### src/rtl/regbank_pkg.sv
package regbank_pkg;

   localparam int unsigned IDX_W = 12;

   localparam logic [1:0] SZ_BYTE = 2'd0;
   localparam logic [1:0] SZ_HALF = 2'd1;
   localparam logic [1:0] SZ_WORD = 2'd2;

   typedef enum logic [1:0] {
      OP_WRITE = 2'd0,
      OP_SET   = 2'd1,
      OP_CLR   = 2'd2,
      OP_TOG   = 2'd3
   } alias_op_e;

   typedef enum logic [1:0] {
      WIN_NONE   = 2'd0,
      WIN_PLAIN  = 2'd1,
      WIN_ALIAS  = 2'd2,
      WIN_APLAIN = 2'd3
   } win_e;

   typedef struct packed {
      win_e             win;
      alias_op_e        op;
      logic [IDX_W-1:0] idx;
   } dec_t;

endpackage

### src/rtl/rb_decode.sv
module rb_decode
   import regbank_pkg::*;
#(
   parameter int unsigned AW          = 16,
   parameter int unsigned NUM_PLAIN   = 4,
   parameter int unsigned NUM_ALIAS   = 4,
   parameter int unsigned NUM_APL     = 2,
   parameter logic [31:0] ALIAS_BASE  = 32'h0000_4000,
   parameter logic [31:0] RANGE_BYTES = 32'h0000_5000
) (
   input  logic [AW-1:0] addr,
   input  logic [1:0]    size,
   output dec_t          dec
);
   localparam logic [31:0] PLAIN_END  = 32'(NUM_PLAIN * 4);
   localparam logic [31:0] ALIAS_SPAN = 32'(NUM_ALIAS * 16);
   localparam logic [31:0] APL_END    = 32'(NUM_ALIAS * 16 + NUM_APL * 4);

   logic [31:0] a32;
   logic [31:0] off;
   logic [31:0] aoff;
   logic        shape_ok;

   always_comb begin
      a32      = 32'(addr);
      off      = a32 - ALIAS_BASE;
      aoff     = off - ALIAS_SPAN;
      shape_ok = (size == SZ_WORD) && (a32[1:0] == 2'b00);
      dec      = '{win: WIN_NONE, op: OP_WRITE, idx: '0};
      if (shape_ok && (a32 < RANGE_BYTES)) begin
         if (a32 < PLAIN_END) begin
            dec.win = WIN_PLAIN;
            dec.idx = IDX_W'(a32 >> 2);
         end else if ((a32 >= ALIAS_BASE) && (off < ALIAS_SPAN)) begin
            dec.win = WIN_ALIAS;
            dec.idx = IDX_W'(off >> 4);
            dec.op  = alias_op_e'(off[3:2]);
         end else if ((a32 >= ALIAS_BASE) && (off < APL_END)) begin
            dec.win = WIN_APLAIN;
            dec.idx = IDX_W'(aoff >> 2);
         end
      end
   end
endmodule

### src/rtl/rb_plain_reg.sv
module rb_plain_reg #(
   parameter int unsigned   DW  = 32,
   parameter logic [DW-1:0] RST = '0
) (
   input  logic          clk,
   input  logic          rst_n,
   input  logic          we,
   input  logic [DW-1:0] wdata,
   output logic [DW-1:0] q
);
   always_ff @(posedge clk or negedge rst_n) begin
      if (!rst_n)  q <= RST;
      else if (we) q <= wdata;
   end
endmodule

### src/rtl/rb_alias_reg.sv
module rb_alias_reg
   import regbank_pkg::*;
#(
   parameter int unsigned   DW  = 32,
   parameter logic [DW-1:0] RST = '0
) (
   input  logic          clk,
   input  logic          rst_n,
   input  logic          we,
   input  alias_op_e     op,
   input  logic [DW-1:0] wdata,
   output logic [DW-1:0] q
);
   logic [DW-1:0] nxt;

   always_comb begin
      unique case (op)
         OP_SET:  nxt = q | wdata;
         OP_CLR:  nxt = q & ~wdata;
         OP_TOG:  nxt = q ^ wdata;
         default: nxt = wdata;
      endcase
   end

   always_ff @(posedge clk or negedge rst_n) begin
      if (!rst_n)  q <= RST;
      else if (we) q <= nxt;
   end
endmodule

### src/rtl/regbank_top.sv
module regbank_top
   import regbank_pkg::*;
#(
   parameter int unsigned AW          = 16,
   parameter int unsigned DW          = 32,
   parameter int unsigned NUM_PLAIN   = 4,
   parameter int unsigned NUM_ALIAS   = 4,
   parameter int unsigned NUM_APL     = 2,
   parameter logic [31:0] ALIAS_BASE  = 32'h0000_4000,
   parameter logic [31:0] RANGE_BYTES = 32'h0000_5000,
   parameter int unsigned LOCK_BIT    = 31,
   parameter logic [NUM_ALIAS-1:0] PLL_MASK = 4'b0111,
   parameter logic [NUM_PLAIN-1:0][DW-1:0] PLAIN_RST =
      {32'h0000_0000, 32'h00A5_0000, 32'h0000_0079, 32'hFFFF_FFFF},
   parameter logic [NUM_ALIAS-1:0][DW-1:0] ALIAS_RST =
      {32'h0000_0011, 32'h0001_0040, 32'h0000_1001, 32'h0000_2002},
   parameter logic [NUM_APL-1:0][DW-1:0] APL_RST =
      {32'h0000_5071, 32'h0000_1073}
) (
   input  logic          clk,
   input  logic          rst_n,
   input  logic          req_valid,
   input  logic          req_write,
   input  logic [1:0]    req_size,
   input  logic [AW-1:0] req_addr,
   input  logic [DW-1:0] req_wdata,
   output logic          rsp_valid,
   output logic          rsp_err,
   output logic [DW-1:0] rsp_rdata
);
   localparam int unsigned NUM_REGS = NUM_PLAIN + NUM_ALIAS + NUM_APL;
   localparam int unsigned STATE_W  = NUM_REGS * DW;

   // elaboration-time parameter checks
   if (AW < 15 || AW > 32) begin : g_bad_aw
      $error("regbank_top: AW must lie in 15..32");
   end
   if (NUM_PLAIN < 1 || NUM_ALIAS < 1 || NUM_APL < 1) begin : g_bad_count
      $error("regbank_top: every register count must be at least one");
   end
   if (NUM_PLAIN * 4 > ALIAS_BASE) begin : g_bad_plain
      $error("regbank_top: plain window overlaps the aliased window");
   end
   if (ALIAS_BASE + NUM_ALIAS * 16 + NUM_APL * 4 > RANGE_BYTES) begin : g_bad_alias
      $error("regbank_top: aliased window exceeds the decode range");
   end
   if (LOCK_BIT >= DW) begin : g_bad_lock
      $error("regbank_top: lock bit outside the data word");
   end
   if (NUM_PLAIN > (1 << IDX_W) || NUM_ALIAS > (1 << IDX_W)) begin : g_bad_idx
      $error("regbank_top: register count exceeds index width");
   end

   dec_t dec;
   logic acc_ok;
   logic wr_go;

   logic [NUM_PLAIN-1:0][DW-1:0] plain_q;
   logic [NUM_ALIAS-1:0][DW-1:0] alias_q;
   logic [NUM_APL-1:0][DW-1:0]   apl_q;
   logic [STATE_W-1:0]           state_flat;
   logic [DW-1:0]                rd_val;

   rb_decode #(
      .AW(AW), .NUM_PLAIN(NUM_PLAIN), .NUM_ALIAS(NUM_ALIAS), .NUM_APL(NUM_APL),
      .ALIAS_BASE(ALIAS_BASE), .RANGE_BYTES(RANGE_BYTES)
   ) u_dec (
      .addr(req_addr),
      .size(req_size),
      .dec (dec)
   );

   assign acc_ok = req_valid && (dec.win != WIN_NONE);
   assign wr_go  = acc_ok && req_write;

   // low window: overwrite-only words
   for (genvar i = 0; i < NUM_PLAIN; i++) begin : g_plain
      rb_plain_reg #(.DW(DW), .RST(PLAIN_RST[i])) u_reg (
         .clk  (clk),
         .rst_n(rst_n),
         .we   (wr_go && dec.win == WIN_PLAIN && dec.idx == IDX_W'(i)),
         .wdata(req_wdata),
         .q    (plain_q[i])
      );
   end

   // upper window: four-word groups; PLL groups start with the lock bit high
   for (genvar k = 0; k < NUM_ALIAS; k++) begin : g_alias
      logic we_k;
      assign we_k = wr_go && dec.win == WIN_ALIAS && dec.idx == IDX_W'(k);
      if (PLL_MASK[k]) begin : g_pll
         localparam logic [DW-1:0] RST_K = ALIAS_RST[k] | (DW'(1) << LOCK_BIT);
         rb_alias_reg #(.DW(DW), .RST(RST_K)) u_reg (
            .clk(clk), .rst_n(rst_n), .we(we_k), .op(dec.op),
            .wdata(req_wdata), .q(alias_q[k])
         );
      end else begin : g_other
         rb_alias_reg #(.DW(DW), .RST(ALIAS_RST[k])) u_reg (
            .clk(clk), .rst_n(rst_n), .we(we_k), .op(dec.op),
            .wdata(req_wdata), .q(alias_q[k])
         );
      end
   end

   // upper window: plain words after the groups
   for (genvar j = 0; j < NUM_APL; j++) begin : g_apl
      rb_plain_reg #(.DW(DW), .RST(APL_RST[j])) u_reg (
         .clk  (clk),
         .rst_n(rst_n),
         .we   (wr_go && dec.win == WIN_APLAIN && dec.idx == IDX_W'(j)),
         .wdata(req_wdata),
         .q    (apl_q[j])
      );
   end

   assign state_flat = {apl_q, alias_q, plain_q};

   // read selection (pre-write value; the op field does not matter)
   always_comb begin
      rd_val = '0;
      unique case (dec.win)
         WIN_PLAIN: begin
            for (int i = 0; i < NUM_PLAIN; i++)
               if (dec.idx == IDX_W'(i)) rd_val = plain_q[i];
         end
         WIN_ALIAS: begin
            for (int k = 0; k < NUM_ALIAS; k++)
               if (dec.idx == IDX_W'(k)) rd_val = alias_q[k];
         end
         WIN_APLAIN: begin
            for (int j = 0; j < NUM_APL; j++)
               if (dec.idx == IDX_W'(j)) rd_val = apl_q[j];
         end
         default: rd_val = '0;
      endcase
   end

   always_ff @(posedge clk or negedge rst_n) begin
      if (!rst_n) begin
         rsp_valid <= 1'b0;
         rsp_err   <= 1'b0;
         rsp_rdata <= '0;
      end else begin
         rsp_valid <= req_valid;
         rsp_err   <= req_valid && (dec.win == WIN_NONE);
         rsp_rdata <= acc_ok ? rd_val : '0;
      end
   end
endmodule

### config.mk
export PLATFORM = sky130hd
export DESIGN_NAME = regbank_top
export DESIGN_NICKNAME = d
export VERILOG_FILES = /design/src/rtl/regbank_pkg.sv /design/src/rtl/rb_decode.sv /design/src/rtl/rb_plain_reg.sv /design/src/rtl/rb_alias_reg.sv /design/src/rtl/regbank_top.sv
export SDC_FILE = /design/constraint.sdc
export NUM_CORES = 1
export LEC_CHECK = 0
export ABC_CLOCK_PERIOD_IN_PS = 3100
export BUFFER_PORTS_ARGS = -buffer_cell sky130_fd_sc_hd__buf_2
export CORE_ASPECT_RATIO = 1.4
export CORE_MARGIN = 2
export CORE_UTILIZATION = 40
export CTS_CLUSTER_DIAMETER = 200
export CTS_CLUSTER_SIZE = 25
export DETAILED_ROUTE_END_ITERATION = 10
export PLACE_DENSITY = 0.55
export SLEW_MARGIN = 5
export SYNTH_ARGS = -nofsm -noshare
export SYNTH_HDL_FRONTEND = slang
export SYNTH_SLANG_ARGS = --single-unit
### constraint.sdc
create_clock -name clk -period 3.1 [get_ports clk]
set_clock_uncertainty 0.2 [all_clocks]
set_input_delay 0.155 -clock clk [delete_from_list [all_inputs] [get_ports clk]]
set_output_delay 0.155 -clock clk [all_outputs]
set_load 0.005 [all_outputs]
==> reports/results.tsv, run 1 <==
stage	metric	value	unit
outcome	status	complete, no violations	
finish	antenna_cells	0	
synthesis	syn_inst	2263	
synthesis	ys_ff_latch	354	
sta	period_minus_slack	2760	ps
sta	drv_slew	0	
placement	numPortBuffers	87	
finish	regArea	8940	um^2
sta	fmax	363	MHz
synthesis	ys.flop_type	dfrtp_1	
floorplan	die_h	287	um
clock_network	htreeDepth	1	
floorplan	initial_core_util	40.6	%
detailed_routing	viasPerCell	5.96	
floorplan	die_area	59200	um^2
critical_path	crit_path_max_fanout	28	
sta	slew_headroom	42.0	%
synthesis	synth_edf_count	0	
critical_path	critPathCaptureType	flop	
min_path	min_path_type	in -> async	
critical_path	rr_startpoint	g_alias[2].g_pll.u_reg.q[2]	
detailed_routing	dr.pass1.iters	5	
sta	hold_viol_final	0	
detailed_routing	drc	0	
power	finalPower	8.14	mW
detailed_routing	drt-initial-drc-count	1095	
sta	finalSetupViolCount	0	
synthesis	syn_nets	2578	
critical_path	worstPathRequired	3400	ps
floorplan	ios	88	
placement	dpl_cell_area	25300	um^2
synthesis	synthDistinctLibCells	64	
power	ir_drop	0.424	mV
sta	worst_slack	343	ps
detailed_routing	routed_wl	72.4	mm
finish	fin_area	26200	um^2
floorplan	die_x	206	um
critical_path	cpPeakStageDelay	550	ps
critical_path	crit_start	req_addr[14]	
global_routing	grt_usage	24.8	%
finish	utilization	46.4	%
finish	synthToLayoutAreaGrowth	14.4	%
power	p_per_area	311	nW/um^2
clock_network	cts.sinks	354	
clock_network	cts_resized	0	
clock_network	root_buffer	clkbuf_16	
finish	drive_above_1_share	21.1	%
global_routing	grt_pass1_vias	19674	
clock_network	cts_setup_buffers	0	
placement	dp.cells	3064	
clock_network	cts_tree	yes	
clock_network	clockBufferDepth	3	
finish	final_cell_count_no_fill	3130	
clock_network	cts-buffers-inserted	18	
critical_path	crit_chain	buf_2 > inv_1 > ha_1 > or4b_1 > o22ai_1 > and3_1 > buf_4 > a21o_2 > nand2b_2 > buf_12 > o221ai_1 > o221ai_1 > buf_4	
global_routing	grt_pass1_wl	115	mm
floorplan	core-area	56400	um^2
finish	layout_common_cells	dfrtp_1, ha_1, inv_1, mux2_2, nand2_1	
critical_path	critPathSlowestCell	or4b_1	
finish	final_common_cell	dfrtp_1	
sta	worst_slew_pin_slew	870	ps
critical_path	regToRegSetupSlack	1300	ps
critical_path	cp.arrival	3060	ps
finish	nets	2699	
detailed_routing	ant_nets	0	
critical_path	worstSetupPathType	in -> reg	
detailed_routing	wl_per_cell	23.1	um
placement	dp.final_hpwl	46.4	mm
placement	gp_congestion	0.830	
synthesis	synthArstFlopShare	100	%
detailed_routing	via_count	18660	
sta	rsz0062_at_grt	no	
synthesis	synthesis.area	22900	um^2
clock_network	cts_hold_buf	35	
power	leakagePower	12.0	nW
finish	multi_input_area	12700	um^2
global_routing	grt_start_max_net_pins	83	
sta	timing.final.crit_share	88.9	%
clock_network	clock_latency	560	ps
flow_run	drv_cap	0	
clock_network	clkTransAtPathRegs	110	ps
placement	dpl_worst_slack	-261	ps
critical_path	cp-start-kind	primary input	
global_routing	antenna_found_initial	0	
floorplan	row_count	103	
finish	nFillCells	5366	
synthesis	ys_seq_area_share	39.0	%
synthesis	syn_area_per_cell	10.1	um^2
synthesis	yosysWarnings	0	
global_routing	overflow	0	
==> synth_stat cells (30+ instances only) <==
library cell,count,area share [%]
ha_1,261,14
o21ai_1,37,0.81
clkbuf_1,97,1.6
a21oi_1,47,1.0
inv_1,164,2.7
and3_1,33,0.90
nand2_1,144,2.4
a21o_1,84,2.8
nand4_1,31,0.85
a22oi_1,109,3.6
or4_1,30,0.98
o2111ai_1,33,1.3
o21ai_0,137,3.0
mux2i_1,32,1.4
o221ai_1,65,2.5
a31oi_1,82,2.2
dfstp_2,64,7.3
dfrtp_1,290,32
mux2_2,147,7.2
nor2_1,38,0.62
a221o_1,32,1.4
buf_2,52,1.1
nand2b_1,136,3.7
==> layout make-up <==
cell class	instances	area share, %
Multi-Input combinational cell	1577	48.5
Clock buffer	30	1.97
Tap cell	735	3.51
Timing Repair Buffer	269	9.47
Inverter	164	2.35
Clock inverter	1	0.115
Sequential cell	354	34.1
==> report_power, final <==
group | internal, mW | switching, mW
Clock | 1.18 | 1.66
Combinational | 0.223 | 0.454
Sequential | 4.62 | 0.000508
==> metrics by stage <==
| stage | setup TNS, ps | hold slack [ps] |
|---|---|---|
| 4_1_cts | 0 | 14.1 |
| 5_1_grt | 0 | 28.4 |
| 2_1_floorplan | 0 | -341 |
| 3_3_place_gp | -7570 | -48.7 |
| 6_report | 0 | 35.4 |
| 3_5_place_dp | -15370 | -61.1 |
==> critical path, delay by kind of cell <==
family | cells | cell delay (ps)
adders and majority gates | 1 | 250
AOI/OAI and AO/OA | 4 | 900
and+or+nand+nor | 3 | 1010
buffers and inverters | 5 | 710
==> registers in the layout, indices dropped and copies added, names as in the netlist <==
signal,count
rsp_valid,1
rsp_err,1
g_apl.u_reg.q,64
g_alias.g_other.u_reg.q,32
rsp_rdata,32
g_alias.g_pll.u_reg.q,96
g_plain.u_reg.q,128
==> final timing paths <==
path | endpoint | cells after the start
setup / recovery | rsp_rdata[2] | 13
setup reg to reg | rsp_rdata[2] | 4
hold / removal | g_plain[0].u_reg.q[30] | 2
hold reg to reg | g_plain[0].u_reg.q[5] | 2
max in group asynchronous | g_alias[2].g_pll.u_reg.q[31] | 3
min in group clk | g_plain[0].u_reg.q[0] | 5
==> layer usage <==
| metal | up-vias | GRT usage, % | share of wire [%] |
|---|---|---|---|
| li1 | 8467 | - | - |
| met1 | 9544 | 30.5 | 41 |
| met2 | 483 | 44.3 | 51 |
| met3 | 166 | 2.10 | 3.9 |
| met4 | 0 | 10.3 | 4.2 |
| met5 | - | 0 | 0 |
==> kinds of logic after synthesis <==
| family | share of synthesized area [%] |
|---|---|
| and+or+nand+nor | 11.0 |
| AOI/OAI and AO/OA | 20.4 |
| DFF | 39.0 |
| buffers and inverters | 5.99 |
| adders and majority gates | 14.3 |
| muxes | 9.27 |
No activity file was read; power rests on OpenSTA's default activity.
==> run 2, diff against run 1 <==
Settings changed: BUFFER_PORTS_ARGS -buffer_cell sky130_fd_sc_hd__buf_2 to -buffer_cell sky130_fd_sc_hd__buf_4, PLACE_DENSITY 0.55 to 0.54, SYNTH_HIERARCHICAL set to 1.
==> reports/results.tsv, run 2 <==
stage	metric	value	unit
outcome	status	complete, no violations	
clock_network	clkTransAtPathRegs	110	ps
floorplan	die_area	66800	um^2
clock_network	cts-buffers-inserted	18	
power	leakagePower	13.0	nW
finish	nets	2712	
sta	rsz0062_at_grt	no	
synthesis	syn_area_per_cell	11.7	um^2
synthesis	synthTopCellsByArea	dfrtp_1, ha_1, mux2_4, mux2i_1, dfstp_2	
finish	regMostFlops	g_plain.u_reg/q	
clock_network	htreeDepth	1	
critical_path	critPathCaptureType	flop	
sta	hold_ws	80.1	ps
floorplan	row_count	110	
clock_network	cts_tree	yes	
synthesis	yosysMostFrequentCell	dfrtp_1	
clock_network	clockBufferDepth	3	
synthesis	yosysWarnings	6	
sta	hold_viol_final	0	
floorplan	die_x	219	um
critical_path	cp_common_cell	buf_4	
critical_path	cpPeakStageDelay	480	ps
power	combPwrFrac	7.8	%
power	ir_drop	0.312	mV
clock_network	cts.sinks	354	
floorplan	die_h	305	um
critical_path	crit_chain	buf_4 > inv_12 > ha_4 > or4b_4 > buf_4 > nor3_4 > nor2b_1 > a32o_4 > and2_4 > nand4_1 > buf_4 > nor2b_4 > buf_12 > mux2_4	
finish	final_common_cell	dfrtp_1	
detailed_routing	drc	0	
detailed_routing	drt-initial-drc-count	1046	
power	p_clk_share	35.3	%
global_routing	grt_start_max_net_pins	79	
synthesis	ys.flop_type	dfrtp_1	
placement	dp.final_hpwl	51.6	mm
critical_path	critPathSlowestCell	or4b_4	
finish	nFillCells	5875	
global_routing	grt_usage	22.4	%
floorplan	core-area	64100	um^2
sta	drv_slew	0	
sta	timing.final.crit_share	93.7	%
synthesis	ys_seq_area_share	34.5	%
critical_path	cp.arrival	3150	ps
power	intPower	6.03	mW
synthesis	synth_commonest_cells	dfrtp_1, ha_1, inv_1, mux2i_1, mux2_4	
detailed_routing	wl_per_cell	22.6	um
power	sequentialPowerShare	56.8	%
floorplan	ios	88	
detailed_routing	dr.pass1.iters	5	
power	swShare	25.9	%
synthesis	yosysTopAreaCellShare	28.0	%
sta	finalSetupViolCount	0	
critical_path	worstPathRequired	3350	ps
sta	worst_slew_pin_slew	683	ps
placement	dp.cells	3183	
critical_path	r2r-end	rsp_rdata[0]	
global_routing	overflow	0	
global_routing	grt_pass1_wl	116	mm
global_routing	antenna_found_initial	5	
finish	layout_common_cells	dfrtp_1, inv_1, ha_1, buf_4, mux2i_1	
placement	dpl_worst_slack	-398	ps
finish	utilization	46.3	%
placement	gp_congestion	0.834	
finish	final_cell_count_no_fill	3251	
placement	numPortBuffers	87	
critical_path	r2r_cells	5	
finish	drive_above_1_share	36.1	%
synthesis	syn_inst	2212	
clock_network	clock_latency	570	ps
flow_run	drv_cap	0	
critical_path	worstSetupPathType	in -> reg	
synthesis	ys_ff_latch	354	
synthesis	synth_edf_count	0	
sta	fmax	344	MHz
critical_path	cp-start-kind	primary input	
critical_path	regToRegSetupSlack	1330	ps
sta	worst_slack	196	ps
floorplan	initial_core_util	40.3	%
critical_path	crit_path_max_fanout	14	
detailed_routing	routed_wl	73.6	mm
finish	largest_reg_flops	128	
synthesis	synthDistinctLibCells	67	
synthesis	synthArstFlopShare	100	%
sta	slew_headroom	54.0	%
global_routing	grt_pass1_vias	19853	
power	p_per_area	274	nW/um^2
synthesis	synthesis.area	25900	um^2
sta	period_minus_slack	2900	ps
detailed_routing	via_count	18043	
finish	synthToLayoutAreaGrowth	14.7	%
clock_network	root_buffer	clkbuf_16	
min_path	min_path_type	in -> async	
detailed_routing	viasPerCell	5.55	
synthesis	yosysTopAreaCell	dfrtp_1	
finish	top_regs	g_plain.u_reg/q: 128 flops, g_alias.g_pll.u_reg/q: 96 flops, g_apl.u_reg/q: 64 flops	
critical_path	rr_startpoint	g_alias[1].g_pll.u_reg/q[0]	
power	switchingPower	2.10	mW
detailed_routing	ant_nets	0	
==> run 2: cell count changes after synthesis, sizes merged, moves of 60 or more <==
| cell | before | now |
|---|---|---|
| nand2b | 136 | 4 |
| mux2 | 160 | 227 |
| a21o | 84 | 24 |
| buf | 71 | 132 |
| a22oi | 109 | 1 |
| o211ai | 0 | 110 |
| mux2i | 32 | 183 |
| o21ai | 174 | 67 |
| a31oi | 82 | 1 |
| clkbuf | 97 | 31 |
| inv | 164 | 260 |
==> run 2: cell type report <==
| cell class | count | area, um^2 | share of cell area [%] |
|---|---|---|---|
| Multi-Input combinational cell | 1435 | 14700 | 49.4 |
| Sequential cell | 354 | 8940 | 30.1 |
| Timing Repair Buffer | 328 | 3480 | 11.7 |
| Tap cell | 840 | 1050 | 3.54 |
| Inverter | 261 | 995 | 3.35 |
| Clock buffer | 31 | 520 | 1.75 |
| Clock inverter | 1 | 30.0 | 0.101 |
| Antenna cell | 1 | 2.50 | 0.00843 |
==> run 2: per-stage QoR <==
step	TNS, ps	instance area [um^2]	power [mW]
final	0	29700	8.13
after global routing	0	29700	8.49
after CTS	0	29700	8.27
after detailed placement	-93180	28700	5.31
after global placement	-89960	28700	5.26
after floorplan	-860	26000	4.94
==> run 2: how the worst max path moves through the flow <==
stage / start / slack (ps) / cells past startpoint / end
after floorplan: req_addr[15] / -20 / 16 / g_alias[3].g_other.u_reg/q[28]
after global placement: req_addr[15] / -360 / 15 / rsp_rdata[3]
after detailed placement: req_addr[15] / -400 / 16 / rsp_rdata[4]
after CTS: req_addr[15] / 210 / 16 / rsp_rdata[4]
final: req_addr[15] / 200 / 14 / g_plain[3].u_reg/q[21]
after global routing: req_addr[15] / 10 / 15 / g_plain[0].u_reg/q[15]
==> run 2: cell families (layout without fill, tap and decap cells) <==
kind of cell / after synthesis / after routing / synth area share, %
DFF: 354 / 354 / 34.5
and+or+nand+nor: 319 / 319 / 6.54
muxes: 411 / 411 / 19.7
adders and majority gates: 260 / 260 / 12.6
AOI/OAI and AO/OA: 442 / 442 / 17.2
buffers and inverters: 424 / 621 / 9.40
other: 1 / 3 / 0.0145
xor gates and xnor gates: 1 / 1 / 0.0339
==> run 2: critical path, delay by kind of cell <==
| family | cells | cell delay [ps] |
|---|---|---|
| simple gates | 6 | 1460 |
| compound gates | 1 | 220 |
| buf+inv | 5 | 830 |
| fa+ha+maj | 1 | 150 |
| mux | 1 | 320 |
==> run 2: per-layer routing <==
layer,GRT usage [%],vias up,routed length [um]
li1,-,8315,-
met1,27.5,9250,30500
met2,40.2,326,38000
met3,2.27,148,2330
met4,8.06,4,2690
met5,0,-,22
==> run 2: power by group through the flow <==
stage	clock network (mW)	registers, mW	logic, mW
6_report	2.88	4.62	0.637
3_3_place_gp	0	4.71	0.555
5_1_grt	3.14	4.62	0.719
3_5_place_dp	0	4.71	0.600
4_1_cts	3.00	4.62	0.648
2_1_floorplan	0	4.71	0.228
==> run 2: repair_timing <==
| item | in CTS | in global routing |
|---|---|---|
| endpoints found under the hold margin | 626 | 0 |
| hold buffers | 35 | 0 |
| resized for setup | 0 | 0 |
| buffers inserted | 0 | 0 |
